## src/rtl/mdio_slv_pkg.sv

```systemverilog
package mdio_slv_pkg;
   typedef enum logic [2:0] {
      FS_PRE,
      FS_SOF,
      FS_OP,
      FS_PHY,
      FS_REG,
      FS_RD,
      FS_WR
   } fstate_e;

   localparam logic [1:0] OPC_RD = 2'b10;
   localparam logic [1:0] OPC_WR = 2'b01;
endpackage

```

## src/rtl/mdio_edge_sync.sv

```systemverilog
module mdio_edge_sync #(
   parameter int STAGES = 2
) (
   input  logic clk,
   input  logic rst_n,
   input  logic mdc_pin,
   input  logic mdio_pin,
   output logic mdc_rise,
   output logic mdc_fall,
   output logic mdio_bit
);
   logic [STAGES-1:0] mdc_sh;
   logic [STAGES-1:0] dat_sh;
   logic              mdc_d;

   always_ff @(posedge clk) begin
      if (!rst_n) begin
         mdc_sh <= '0;
         dat_sh <= '1;
         mdc_d  <= 1'b0;
      end else begin
         mdc_sh <= {mdc_sh[STAGES-2:0], mdc_pin};
         dat_sh <= {dat_sh[STAGES-2:0], mdio_pin};
         mdc_d  <= mdc_sh[STAGES-1];
      end
   end

   // data travels through the same depth as the clock, so it is aligned
   assign mdc_rise = mdc_sh[STAGES-1] & ~mdc_d;
   assign mdc_fall = ~mdc_sh[STAGES-1] & mdc_d;
   assign mdio_bit = dat_sh[STAGES-1];
endmodule

```

## src/rtl/mdio_frame_fsm.sv

```systemverilog
module mdio_frame_fsm
   import mdio_slv_pkg::*;
#(
   parameter int PRE_LEN = 32,
   parameter int PW      = 5,
   parameter int AW      = 5,
   parameter int DW      = 16
) (
   input  logic          clk,
   input  logic          rst_n,
   input  logic          mdc_rise,
   input  logic          mdc_fall,
   input  logic          bit_in,
   input  logic [PW-1:0] my_addr,
   input  logic [DW-1:0] rd_data,
   output logic [AW-1:0] rd_addr,
   output logic          wr_en,
   output logic [AW-1:0] wr_addr,
   output logic [DW-1:0] wr_data,
   output logic          mdio_o,
   output logic          mdio_oe
);
   localparam int PCW = $clog2(PRE_LEN + 1);
   localparam int CW  = $clog2(DW + 2);
   localparam logic [PCW-1:0] PRE_FULL = PCW'(PRE_LEN);
   localparam logic [CW-1:0]  LAST     = CW'(DW + 1);
   localparam logic [CW-1:0]  PA_END   = CW'(PW - 1);
   localparam logic [CW-1:0]  RA_END   = CW'(AW - 1);

   fstate_e        st;
   logic           armed;
   logic [PCW-1:0] pcnt;
   logic [CW-1:0]  cnt;
   logic [1:0]     op_q;
   logic [PW-1:0]  pa_q;
   logic [AW-1:0]  ra_q;
   logic [DW-1:0]  wsh;
   logic [DW-1:0]  rsh;
   logic           hit;

   assign rd_addr = {ra_q[AW-2:0], bit_in};
   assign hit     = (pa_q == my_addr);

   always_ff @(posedge clk) begin
      if (!rst_n) begin
         st      <= FS_PRE;
         armed   <= 1'b0;
         pcnt    <= '0;
         cnt     <= '0;
         op_q    <= '0;
         pa_q    <= '0;
         ra_q    <= '0;
         wsh     <= '0;
         rsh     <= '0;
         wr_en   <= 1'b0;
         wr_addr <= '0;
         wr_data <= '0;
         mdio_o  <= 1'b1;
         mdio_oe <= 1'b0;
      end else begin
         wr_en <= 1'b0;
         if (mdc_rise) begin
            if (!armed) begin
               armed <= 1'b1;
            end else begin
               case (st)
                  FS_PRE: begin
                     if (bit_in) begin
                        if (pcnt != PRE_FULL) pcnt <= pcnt + 1'b1;
                     end else begin
                        if (pcnt == PRE_FULL) st <= FS_SOF;
                        pcnt <= '0;
                     end
                  end
                  FS_SOF: begin
                     st  <= bit_in ? FS_OP : FS_PRE;
                     cnt <= '0;
                  end
                  FS_OP: begin
                     op_q <= {op_q[0], bit_in};
                     if (cnt == CW'(1)) begin
                        st  <= FS_PHY;
                        cnt <= '0;
                     end else begin
                        cnt <= cnt + 1'b1;
                     end
                  end
                  FS_PHY: begin
                     pa_q <= {pa_q[PW-2:0], bit_in};
                     if (cnt == PA_END) begin
                        st  <= FS_REG;
                        cnt <= '0;
                     end else begin
                        cnt <= cnt + 1'b1;
                     end
                  end
                  FS_REG: begin
                     ra_q <= rd_addr;
                     if (cnt == RA_END) begin
                        cnt <= '0;
                        if (hit && op_q == OPC_RD) begin
                           st  <= FS_RD;
                           rsh <= rd_data;
                        end else if (hit && op_q == OPC_WR) begin
                           st <= FS_WR;
                        end else begin
                           st <= FS_PRE;
                        end
                     end else begin
                        cnt <= cnt + 1'b1;
                     end
                  end
                  FS_RD: begin
                     if (cnt == LAST) st <= FS_PRE;
                     else cnt <= cnt + 1'b1;
                  end
                  FS_WR: begin
                     if (cnt >= CW'(2)) wsh <= {wsh[DW-2:0], bit_in};
                     if (cnt == LAST) begin
                        wr_en   <= 1'b1;
                        wr_addr <= ra_q;
                        wr_data <= {wsh[DW-2:0], bit_in};
                        st      <= FS_PRE;
                     end else begin
                        cnt <= cnt + 1'b1;
                     end
                  end
                  default: st <= FS_PRE;
               endcase
            end
         end
         if (mdc_fall) begin
            if (st == FS_RD && cnt != '0) begin
               mdio_oe <= 1'b1;
               if (cnt == CW'(1)) begin
                  mdio_o <= 1'b0;
               end else begin
                  mdio_o <= rsh[DW-1];
                  rsh    <= {rsh[DW-2:0], 1'b0};
               end
            end else begin
               mdio_oe <= 1'b0;
               mdio_o  <= 1'b1;
            end
         end
      end
   end
endmodule

```

## src/rtl/mdio_reg_bank.sv

```systemverilog
module mdio_reg_bank #(
   parameter int AW = 5,
   parameter int DW = 16,
   parameter logic [(1<<AW)-1:0] RO_MASK = 'hE,
   parameter logic [DW-1:0] STATUS_WORD = 16'h782D,
   parameter logic [DW-1:0] ID_HI       = 16'h1A2B,
   parameter logic [DW-1:0] ID_LO       = 16'h3C4D
) (
   input  logic          clk,
   input  logic          rst_n,
   input  logic          wr_en,
   input  logic [AW-1:0] wr_addr,
   input  logic [DW-1:0] wr_data,
   input  logic [AW-1:0] rd_addr,
   output logic [DW-1:0] rd_data
);
   localparam int NREG = 1 << AW;

   function automatic logic [DW-1:0] fixed_word(input int idx);
      case (idx)
         1:       return STATUS_WORD;
         2:       return ID_HI;
         3:       return ID_LO;
         default: return '0;
      endcase
   endfunction

   logic [DW-1:0] regs [NREG];

   for (genvar i = 0; i < NREG; i++) begin : g_reg
      if (RO_MASK[i]) begin : g_ro
         assign regs[i] = fixed_word(i);
      end else begin : g_rw
         always_ff @(posedge clk) begin
            if (!rst_n) regs[i] <= '0;
            else if (wr_en && wr_addr == AW'(i)) regs[i] <= wr_data;
         end
      end
   end

   assign rd_data = regs[rd_addr];
endmodule

```

## src/rtl/mdio_slave_regs.sv

```systemverilog
module mdio_slave_regs #(
   parameter int SYNC_STAGES = 2,
   parameter int PRE_LEN     = 32,
   parameter int PHYAD_W     = 5,
   parameter int REG_AW      = 5,
   parameter int DATA_W      = 16,
   parameter logic [(1<<REG_AW)-1:0] RO_MASK = 'hE,
   parameter logic [DATA_W-1:0] STATUS_WORD = 16'h782D,
   parameter logic [DATA_W-1:0] ID_HI       = 16'h1A2B,
   parameter logic [DATA_W-1:0] ID_LO       = 16'h3C4D
) (
   input  logic               clk,
   input  logic               rst_n,
   input  logic [PHYAD_W-1:0] strap_addr,
   input  logic               mdc,
   input  logic               mdio_in,
   output logic               mdio_out,
   output logic               mdio_oe
);
   if (SYNC_STAGES < 2) begin : g_bad_sync
      $error("SYNC_STAGES must be at least 2");
   end
   if (PRE_LEN < 1) begin : g_bad_pre
      $error("PRE_LEN must be positive");
   end
   if (REG_AW < 2 || PHYAD_W < 2) begin : g_bad_aw
      $error("address fields need at least 2 bits");
   end
   if (DATA_W < REG_AW || DATA_W < PHYAD_W || DATA_W < 2) begin : g_bad_dw
      $error("DATA_W too small for the field counters");
   end

   logic               mdc_rise_w;
   logic               mdc_fall_w;
   logic               bit_w;
   logic [PHYAD_W-1:0] phy_addr_q;
   logic [REG_AW-1:0]  bank_raddr;
   logic [DATA_W-1:0]  bank_rdata;
   logic               bank_we;
   logic [REG_AW-1:0]  bank_waddr;
   logic [DATA_W-1:0]  bank_wdata;

   always_ff @(posedge clk) begin
      if (!rst_n) phy_addr_q <= strap_addr;
   end

   mdio_edge_sync #(.STAGES(SYNC_STAGES)) sync_i (
      .clk      (clk),
      .rst_n    (rst_n),
      .mdc_pin  (mdc),
      .mdio_pin (mdio_in),
      .mdc_rise (mdc_rise_w),
      .mdc_fall (mdc_fall_w),
      .mdio_bit (bit_w)
   );

   mdio_frame_fsm #(
      .PRE_LEN (PRE_LEN),
      .PW      (PHYAD_W),
      .AW      (REG_AW),
      .DW      (DATA_W)
   ) fsm_i (
      .clk      (clk),
      .rst_n    (rst_n),
      .mdc_rise (mdc_rise_w),
      .mdc_fall (mdc_fall_w),
      .bit_in   (bit_w),
      .my_addr  (phy_addr_q),
      .rd_data  (bank_rdata),
      .rd_addr  (bank_raddr),
      .wr_en    (bank_we),
      .wr_addr  (bank_waddr),
      .wr_data  (bank_wdata),
      .mdio_o   (mdio_out),
      .mdio_oe  (mdio_oe)
   );

   mdio_reg_bank #(
      .AW          (REG_AW),
      .DW          (DATA_W),
      .RO_MASK     (RO_MASK),
      .STATUS_WORD (STATUS_WORD),
      .ID_HI       (ID_HI),
      .ID_LO       (ID_LO)
   ) bank_i (
      .clk     (clk),
      .rst_n   (rst_n),
      .wr_en   (bank_we),
      .wr_addr (bank_waddr),
      .wr_data (bank_wdata),
      .rd_addr (bank_raddr),
      .rd_data (bank_rdata)
   );
endmodule

```

## config.mk

```make
export PLATFORM = sky130hd
export DESIGN_NAME = mdio_slave_regs
export DESIGN_NICKNAME = d
export VERILOG_FILES = /design/src/rtl/mdio_slv_pkg.sv /design/src/rtl/mdio_edge_sync.sv /design/src/rtl/mdio_frame_fsm.sv /design/src/rtl/mdio_reg_bank.sv /design/src/rtl/mdio_slave_regs.sv
export SDC_FILE = /design/constraint.sdc
export NUM_CORES = 1
export LEC_CHECK = 0
export BUFFER_PORTS_ARGS = -buffer_cell sky130_fd_sc_hd__buf_4
export CAP_MARGIN = 20
export CORE_ASPECT_RATIO = 0.75
export CORE_MARGIN = 2
export CORE_UTILIZATION = 62
export CTS_CLUSTER_DIAMETER = 30
export DETAILED_ROUTE_END_ITERATION = 7
export GPL_ROUTABILITY_DRIVEN = 1
export PLACE_DENSITY = 0.78
export RECOVER_POWER = 25
export SYNTH_ARGS = -nofsm -noshare
export SYNTH_HDL_FRONTEND = slang
export SYNTH_SLANG_ARGS = --single-unit
```

## constraint.sdc

```tcl
create_clock -name clk -period 2.2 [get_ports clk]
set_input_delay 0.33 -clock clk [delete_from_list [all_inputs] [get_ports clk]]
set_output_delay 0.33 -clock clk [all_outputs]
set_load 0.005 [all_outputs]
```

== Word-level counts from Yosys, hierarchy flattened ==
Index checks and enable logic that the tools add are counted.
Widths: inputs -> output; s select.
Word-level totals
  bits in registers: 556
  input port bits: 9
  output and inout port bits: 2
  word-level logic and storage cells: 184
Operators by class
  add/subtract/negate cells: 2
  order comparisons: 2
  equality and inequality tests: 50
  muxes and demuxes: 31
  bitwise gates (word level): 5
  reductions and logical operators: 47
Operators by type and width (count)
  $mux 16: 10
  $eq 5x5->1 const B: 17
  $bmux 16 s5: 1
  $eq 5x4->1 const B: 8
  $logic_and 1x1->1: 32
  $eq 5x3->1 const B: 5
  $mux 3: 8
  $pmux 5 s4: 1
  $reduce_and 4->1: 5
  $pmux 3 s6: 1
  $mux 5: 3
  $mux 6: 2
  $ne 2x1->1 const B: 6
  $eq 3x3->1 const B: 3
  $reduce_and 3->1: 3
  $reduce_and 8->1: 1
  $add 6x1->6 const B: 1
  $eq 3x2->1 const B: 2
  $eq 6x6->1 const B: 1
  $ge 6x6->1 const B: 1
  $ne 6x6->1 const B: 1
  $not 5->6: 1
  $add 5x1->5 const B: 1
  $eq 5x1->1 const B: 1
  15 further kinds: 22

== Logic depth before layout (Yosys ltp) ==
Gate-level depths: netlist (run 1).
  word-level depth: 12
  depth in mapped cells: 9
  mapped depth without buffers: 7

== Cells and area by module ==
Synthesis (run 1) repeated with hierarchy kept, for this count alone.
Second synthesis, totals
  cells, all modules: 2844
  area total of the unflattened synthesis: 25494.5 um^2
Modules (own cells, without submodules)
  mdio_reg_bank: times used 1, cells each 2412, area an instance 21430.6 um^2, sequential area each 9288.9 um^2
  mdio_frame_fsm: times used 1, cells each 414, area an instance 3766.1 um^2, sequential area each 1641.6 um^2
  mdio_slave_regs: times used 1, cells each 6, area an instance 153.9 um^2, sequential area each 150.1 um^2
  mdio_edge_sync: times used 1, cells each 12, area an instance 143.9 um^2, sequential area each 100.1 um^2

== Worst setup path before layout (run 1) ==
No wires, ideal clock.
  kind: register to register
  from: register sync_i.dat_sh[1]
  to: register fsm_i.rsh[14]
  data arrival time: 1.830 ns
  required time: 2.083 ns
  path slack: 0.253 ns
  stages on the path, launching flop included: 9
  path buffers: 3
  cell sequence: dfxtp_1 > buf_2 > buf_6 > buf_6 > mux4_2 > a22o_1 > o21ai_1 > o311ai_1 > a32o_1
On the way
  cells in the longest elaborated chain, start to end: 12
Ends and longest elaborated chain
  from (decl): line mdio_edge_sync.sv:13  | logic [STAGES-1:0] dat_sh;
  from (signal assigned): line mdio_edge_sync.sv:23  | dat_sh <= {dat_sh[STAGES-2:0], mdio_pin};
  $not 5->6 (implied by the code) *: line mdio_reg_bank.sv:41  | assign rd_data = regs[rd_addr];
  $bmux 16 s5 *: line mdio_reg_bank.sv:41
  $mux 16 (implied by the code) * (2 in series): line mdio_reg_bank.sv:41
  $mux 16 *: line mdio_frame_fsm.sv:101  | if (hit && op_q == OPC_RD) begin
  $mux 16 *: line mdio_frame_fsm.sv:99  | if (cnt == RA_END) begin
  $mux 16 *: line mdio_frame_fsm.sv:66  | case (st)
  $mux 16 *: line mdio_frame_fsm.sv:63  | if (!armed) begin
  $mux 16 *: line mdio_frame_fsm.sv:62  | if (mdc_rise) begin
  $mux 16: line mdio_frame_fsm.sv:135  | if (cnt == CW'(1)) begin
  $mux 16: line mdio_frame_fsm.sv:133  | if (st == FS_RD && cnt != '0) begin
  $mux 16 *: line mdio_frame_fsm.sv:132  | if (mdc_fall) begin
  to (signal assigned): line mdio_frame_fsm.sv:103  | rsh <= rd_data;
  to (signal assigned): line mdio_frame_fsm.sv:139  | rsh <= {rsh[DW-2:0], 1'b0};
  to (decl): line mdio_frame_fsm.sv:38  | logic [DW-1:0] rsh;
Mark *: on every way between the ends. The rest lies on a longest branch, timed or not. The select of a mux whose other input is x is not followed.
A chain may end at the register's enable or synchronous reset.

== Final worst setup path (run 1) ==
  from: register sync_i.dat_sh[1]
  to: register fsm_i.rsh[12]
Same word-level chain as after synthesis.

==> impl_metrics.toml, run 1 <==
[outcome]
outcome = "finished with violations"
violated_checks = "negative setup slack"

[finish]
final_common_cell = "sky130_fd_sc_hd__nand2_1"
final_cell_area_um2 = 28730
commonest_cells_after_routing_fill_and_taps_aside = "sky130_fd_sc_hd__nand2_1 (642), sky130_fd_sc_hd__dfxtp_1 (547), sky130_fd_sc_hd__a21oi_1 (352), sky130_fd_sc_hd__nor2_1 (228), sky130_fd_sc_hd__mux2i_1 (206)"
num_antenna_cells = 0
flow.area_growth_from_synthesis_pct = 18.44
nNetsFinal = 2775
area.sequential_um2 = 11190
nFillCells = 2528
multi_input_comb_area_um2 = 12000
final_layout_size_suffix_gt1_share_pct = 17.45

[synthesis]
ys_types = 71
synth_sequential_area_ratio_pct = 46.09
count_of_state_elements_after_synthesis = 556
synthesis_warning_total = 0
synth_async_sr_flop_share_pct = 0
synth.cell_area_um2 = 24260
synthesized_nets = 2748
synth_edf_count = 5
synth_top_area_share_pct = 45.47
synthesis.area_per_instance_um2 = 8.877
yosysTopAreaCell = "sky130_fd_sc_hd__dfxtp_1"
synthTopCellsByArea = "sky130_fd_sc_hd__dfxtp_1 (45%), sky130_fd_sc_hd__nand2_1 (9.9%), sky130_fd_sc_hd__mux4_2 (8.8%), sky130_fd_sc_hd__mux2i_1 (8.6%), sky130_fd_sc_hd__a21oi_1 (7.3%)"
post_synth_inst_count = 2733
yosys_most_used_dff = "sky130_fd_sc_hd__dfxtp_1"

[route]
detail_route.first_pass.iterations = 6
routed-via-count = 21306
dr.first_iter.drc_count = 2787
route.detailed.vias_per_inst = 6.385
drcViolationCount = 0
avgRoutedWirePerCell_um = 22.46
ant_nets = 0
routed_wl_um = 74930

[power]
design_power_uw = 24530
ir_drop_mv = 0.9550
power.static_leakage_uw = 0.009793
p_per_area_nw_per_um2 = 853.9

[clock_network]
cts_tree = "yes"
maximum_clock_insertion_buffer_count = 3
clkSlewWorstSetupHoldPaths_ns = 0.05
cts-buffers-inserted = 85
insertion_delay_ns = 0.62
cts.sinks = 556
clock-root-buffer = "sky130_fd_sc_hd__clkbuf_16"
cts_htree_levels = 3

[critical_path]
cp_slowest_cell = "sky130_fd_sc_hd__mux4_2"
biggest_cell_delay_along_the_critical_path_ns = 0.52
critical_path_required_ns = 2.69
worst-r2r-cell-count = 8
r2r_slack_ns = -0.07
cp_common_cell = "sky130_fd_sc_hd__buf_4"
crit_chain = "buf_12 -> buf_4 -> buf_4 -> mux4_2 -> o22ai_1 -> a2111oi_2 -> nor4_1 -> o21ai_1"
cp.arrival_ns = 2.76
cpLargestDelayFamily = "multiplexers"
reg2reg_to = "fsm_i.rsh[12]$_SDFF_PN0_"
critical_path.n_buffers_inverters = 3
worstReg2RegStart = "sync_i.dat_sh[1]$_SDFF_PN1_"
critical_path.endpoint_type = "register"
crit_type = "register to register"
cp_num_cells = 8
crit_path_max_fanout = 8
critical_path.startpoint_type = "register"

[global_routing]
grt.overflow.total = 0
global_route.usage.total_pct = 36.36
grt_max_degree = 103
first_pass_grt_wire_length_um = 115100
antenna_violations_before_repair = 0
via_count_of_the_first_global_routing_pass = 20536

[placement]
dpl_cell_area_um2 = 25350
finalWeightedCongestion = 0.9393
buffer_ports.inserted = 10
detailed_place_hpwl_um = 45430
placement.setup.worst_slack_ns = -0.2937

[timing]
fin_skew_ns = 0.02955
final-hold-violation-count = 0
finalMaxSlewViolations = 0
timing.final.setup_violations = 1
final.setup.tns_ns = -0.06939
fmax_mhz = 440.6
period_needed_ns = 2.269
holdWs_ns = 0.09596
layout_setup_ws_ns = -0.06939
finalCritPeriodShare_pct = 103.2
worst-slew-pin-transition_ns = 1.053
timing.max_slew.rel_slack_pct = 29.79

[floorplanning]
start_util_pct = 63.18
row_count = 62
die_height_um = 175.3
die_area_um2 = 40740
io_pins = 11
die_width_um = 232.4
core_area_um2 = 38400

[worst_hold_path]
capture_endpoint_of_the_worst_hold_path = "sync_i.dat_sh[0]$_SDFF_PN1_"
worstHoldPathCells = 2
hold_class = "input port to register"
min_from = "rst_n"

[job]
max_cap_viol_count = 0
[state kept, by name, indices dropped and copies added (netlist names)]
| signal | flops |
|---|---|
| fsm_i.ra_q | 5 |
| fsm_i.pcnt | 6 |
| sync_i.mdc_sh | 2 |
| fsm_i.wr_en | 1 |
| fsm_i.st | 3 |
| fsm_i.wr_data | 16 |
| sync_i.mdc_d | 1 |
| fsm_i.armed | 1 |
| fsm_i.mdio_oe | 1 |
| fsm_i.mdio_o | 1 |
| fsm_i.pa_q | 5 |
| sync_i.dat_sh | 2 |
| fsm_i.rsh | 16 |
| fsm_i.wr_addr | 5 |
| fsm_i.op_q | 2 |
| bank_i.regs | 464 |
| phy_addr_q | 5 |
| fsm_i.wsh | 15 |
| fsm_i.cnt | 5 |
[cell families (layout without fill, tap and decap cells)]
family	Yosys count	after routing	synth area share, %
AND/OR/NAND/NOR	1093	1093	19.33
adder cells (fa/ha/maj)	6	6	0.3094
buffers and inverters	269	361	4.993
multiplexers	313	313	17.87
flip-flops	556	556	46.09
AO/OA/AOI/OAI	481	481	10.87
XOR/XNOR	15	15	0.5416
[routing by layer]
layer	GRT usage (%)	wire, um
met1	48.97	29200
met2	56.21	34120
met3	7.922	8449
met4	16.75	3161
met5	0	0
[cells in the mapped netlist, types with 12 or more instances]
cell                       instances
sky130_fd_sc_hd__o22ai_1          16
sky130_fd_sc_hd__buf_4            24
sky130_fd_sc_hd__a22o_1           17
sky130_fd_sc_hd__nor3_1           16
sky130_fd_sc_hd__nand4_1          12
sky130_fd_sc_hd__o21ai_1          33
sky130_fd_sc_hd__dfxtp_1         551
sky130_fd_sc_hd__o21ai_0          24
sky130_fd_sc_hd__nand3_1          89
sky130_fd_sc_hd__mux2i_1         208
sky130_fd_sc_hd__nor2_1          227
sky130_fd_sc_hd__nand2_1         643
sky130_fd_sc_hd__mux4_2           95
sky130_fd_sc_hd__clkbuf_1        180
sky130_fd_sc_hd__a21oi_1         352
sky130_fd_sc_hd__buf_2            40
[worst register-to-register path, cell delays in order, from the launching register on]
cell and delay (ns):
sky130_fd_sc_hd__dfxtp_4 0.39, sky130_fd_sc_hd__buf_12 0.15, sky130_fd_sc_hd__buf_4 0.18, sky130_fd_sc_hd__buf_4 0.14, sky130_fd_sc_hd__mux4_2 0.52, sky130_fd_sc_hd__o22ai_1 0.22, sky130_fd_sc_hd__a2111oi_2 0.12, sky130_fd_sc_hd__nor4_1 0.31
sky130_fd_sc_hd__o21ai_1 0.11
[area by class of cell]
cell class	count	share of cell area (%)
multi-input combinational	1908	41.77
sequential	556	38.95
clock buffer	105	7.947
timing repair buffer	196	6.458
clock inverter	47	2.447
tap	512	2.230
inverter	13	0.1960
[per-stage QoR]
step	cells	util (%)
final	3337	74.83
after global routing	3337	74.83
after CTS	3321	74.18
after detailed placement	3159	66.03
after global placement	3159	66.03
after floorplan	2733	-
[worst max path at each step]
stage | to | slack [ns] | startpoint
2_1_floorplan | fsm_i.rsh[14]$_SDFF_PN0_ | 0.25 | sync_i.dat_sh[1]$_SDFF_PN1_
4_1_cts | fsm_i.rsh[11]$_SDFF_PN0_ | 0.005 | sync_i.dat_sh[1]$_SDFF_PN1_
6_report | fsm_i.rsh[12]$_SDFF_PN0_ | -0.07 | sync_i.dat_sh[1]$_SDFF_PN1_
3_3_place_gp | fsm_i.rsh[14]$_SDFF_PN0_ | -0.23 | fsm_i.ra_q[0]$_SDFFE_PN0P_
5_1_grt | fsm_i.rsh[12]$_SDFF_PN0_ | -0.07 | phy_addr_q[1]$_DFFE_PN_
3_5_place_dp | fsm_i.rsh[14]$_SDFF_PN0_ | -0.29 | fsm_i.ra_q[0]$_SDFFE_PN0P_
[report_power, final]
part	internal, uW	switching (uW)
logic	135	269
registers	10100	8.73
clock network	8990	5020
total	19200	5300
[repair_timing]
item,CTS,global route
cloned,0,1
buffers inserted,3,14
hold buffers,7,0
setup endpoints to repair,15,47
resized for setup,7,27
pin swaps,0,5
endpoints found under the hold margin,7,0
Note: power is estimated with default switching activity, not from simulation.
==> run 2: changes to the inputs <==
CORE_ASPECT_RATIO = 0.8   (was 0.75)
==> impl_metrics.toml, run 2 (synthesis gave the netlist of run 1 again) <==
[outcome]
outcome = "completed"

[route]
dr.first_iter.drc_count = 2790
detail_route.first_pass.iterations = 6
avgRoutedWirePerCell_um = 23.05
ant_nets = 0
routed_wl_um = 77170
route.detailed.vias_per_inst = 6.494
routed-via-count = 21742
drcViolationCount = 0

[timing]
fin_skew_ns = 0.02510
timing.final.setup_violations = 0
period_needed_ns = 2.194
final-hold-violation-count = 0
finalCritPeriodShare_pct = 99.73
final.setup.tns_ns = 0
grt_setup_unrepaired = "true"
worst-slew-pin-transition_ns = 1.067
finalMaxSlewViolations = 0
fmax_mhz = 455.8
timing.max_slew.rel_slack_pct = 28.73
holdWs_ns = 0.08422

[power]
power.static_leakage_uw = 0.009906
p_per_area_nw_per_um2 = 864.3
ir_drop_mv = 0.6554

[critical_path]
cp_num_cells = 8
critical_path.startpoint_type = "register"
crit_path_max_fanout = 8
cp_slowest_cell = "sky130_fd_sc_hd__or4_4"
crit_type = "register to register"
cp.arrival_ns = 2.71
cpLargestDelayFamily = "simple AND/OR/NAND/NOR gates"
critical_path_required_ns = 2.72
critical_path.endpoint_type = "register"
biggest_cell_delay_along_the_critical_path_ns = 0.55
worst-r2r-cell-count = 8
crit_chain = "buf_12 -> buf_16 -> buf_12 -> or4_4 -> o22ai_4 -> a2111oi_4 -> nor4_2 -> o21ai_1"
cp_common_cell = "sky130_fd_sc_hd__buf_12"
critical_path.n_buffers_inverters = 3

[floorplanning]
die_height_um = 180.9
row_count = 64
die_width_um = 225.2
core_area_um2 = 38440
io_pins = 11
die_area_um2 = 40740
start_util_pct = 63.12

[finish]
layoutNonFillerInstCount = 3348
max_reg_flops = 464
reg_top3 = "bank_i.regs x464, fsm_i.rsh x16, fsm_i.wr_data x16"
commonest_cells_after_routing_fill_and_taps_aside = "sky130_fd_sc_hd__nand2_1 (642), sky130_fd_sc_hd__dfxtp_1 (548), sky130_fd_sc_hd__a21oi_1 (352), sky130_fd_sc_hd__nor2_1 (228), sky130_fd_sc_hd__mux2i_1 (208)"
multi_input_comb_area_um2 = 12070
flow.area_growth_from_synthesis_pct = 19.46
regMostFlops = "bank_i.regs"
area.sequential_um2 = 11190
nFillCells = 2500
nNetsFinal = 2789
final_layout_size_suffix_gt1_share_pct = 18.37
final_common_cell = "sky130_fd_sc_hd__nand2_1"

[clock_network]
maximum_clock_insertion_buffer_count = 3
clkSlewWorstSetupHoldPaths_ns = 0.06
cts.sinks = 556
cts_tree = "yes"
insertion_delay_ns = 0.63
cts_htree_levels = 3
clock-root-buffer = "sky130_fd_sc_hd__clkbuf_16"
cts-buffers-inserted = 93

[global_routing]
grt.overflow.total = 0
global_route.usage.total_pct = 36.94
via_count_of_the_first_global_routing_pass = 21075
antenna_violations_before_repair = 0
grt_max_degree = 55
first_pass_grt_wire_length_um = 117700

[placement]
dpl.cell_count = 3144
detailed_place_hpwl_um = 46360
buffer_ports.inserted = 10
finalWeightedCongestion = 0.9697

[worst_hold_path]
worstHoldPathCells = 2
hold_class = "input port to register"

[job]
max_cap_viol_count = 0
==> run 2: changes by cell type in the layout (fill, tap and decap cells not counted), sizes merged <==
cell | previous run | this run
diode | 0 | 1
clkbuf | 118 | 135
buf | 176 | 168
bufinv | 13 | 5
inv | 23 | 40
clkinvlp | 4 | 12
clkinv | 20 | 21
==> run 2: cell type report <==
type                    count  share of cell area (%)
diodes                      1                0.008635
clock buffers             108                   8.648
clock inverters            65                   2.254
inverters                  13                  0.1813
multi-input cells        1908                   41.65
flip-flops and latches    556                   38.61
well taps                 495                   2.137
repair buffers            202                   6.511
==> run 2: worst paths after layout <==
path / slack [ns] / from / end
setup / recovery: 0.006 / sync_i.dat_sh[1]$_SDFF_PN1_ / fsm_i.rsh[11]$_SDFF_PN0_
hold / removal: 0.08 / rst_n / sync_i.dat_sh[0]$_SDFF_PN1_
setup reg to reg: 0.006 / sync_i.dat_sh[1]$_SDFF_PN1_ / fsm_i.rsh[11]$_SDFF_PN0_
hold reg to reg: 0.45 / bank_i.regs[210]$_SDFFE_PN0P_ / bank_i.regs[210]$_SDFFE_PN0P_
==> run 2: layer usage <==
metal	track usage [%]	wire (um)	up-vias
met1	48.92	29170	10427
met2	57.02	34580	1518
li1	-	-	9498
met5	0	0	-
met3	8.814	9640	299
met4	17.88	3777	0
==> run 2: power breakdown <==
group	leakage [uW]	switching, uW	total, uW	internal [uW]
clock	0.00153	5550	14500	8950
sequential	0.00449	10.3	10100	10100
combinational	0.00389	277	430	153
==> run 2: per-stage QoR <==
stage	total power, uW	setup WS [ns]	utilization (%)	instance area, um^2
after floorplan	10570	0.2528	-	24260
after global placement	10720	-0.04779	66.27	25470
after detailed placement	10730	-0.01917	66.27	25470
after CTS	25030	-0.004048	74.74	28730
after global routing	25570	-0.03679	75.39	28980
final	25050	0.005964	75.40	28980
==> run 2: what timing repair did <==
action,CTS,global route
hold buffers,7,0
pin swaps,0,8
cloned,0,1
setup buffers,2,20
resized for setup,1,42
endpoints found under the hold margin,7,0
endpoints found under the setup margin,8,16
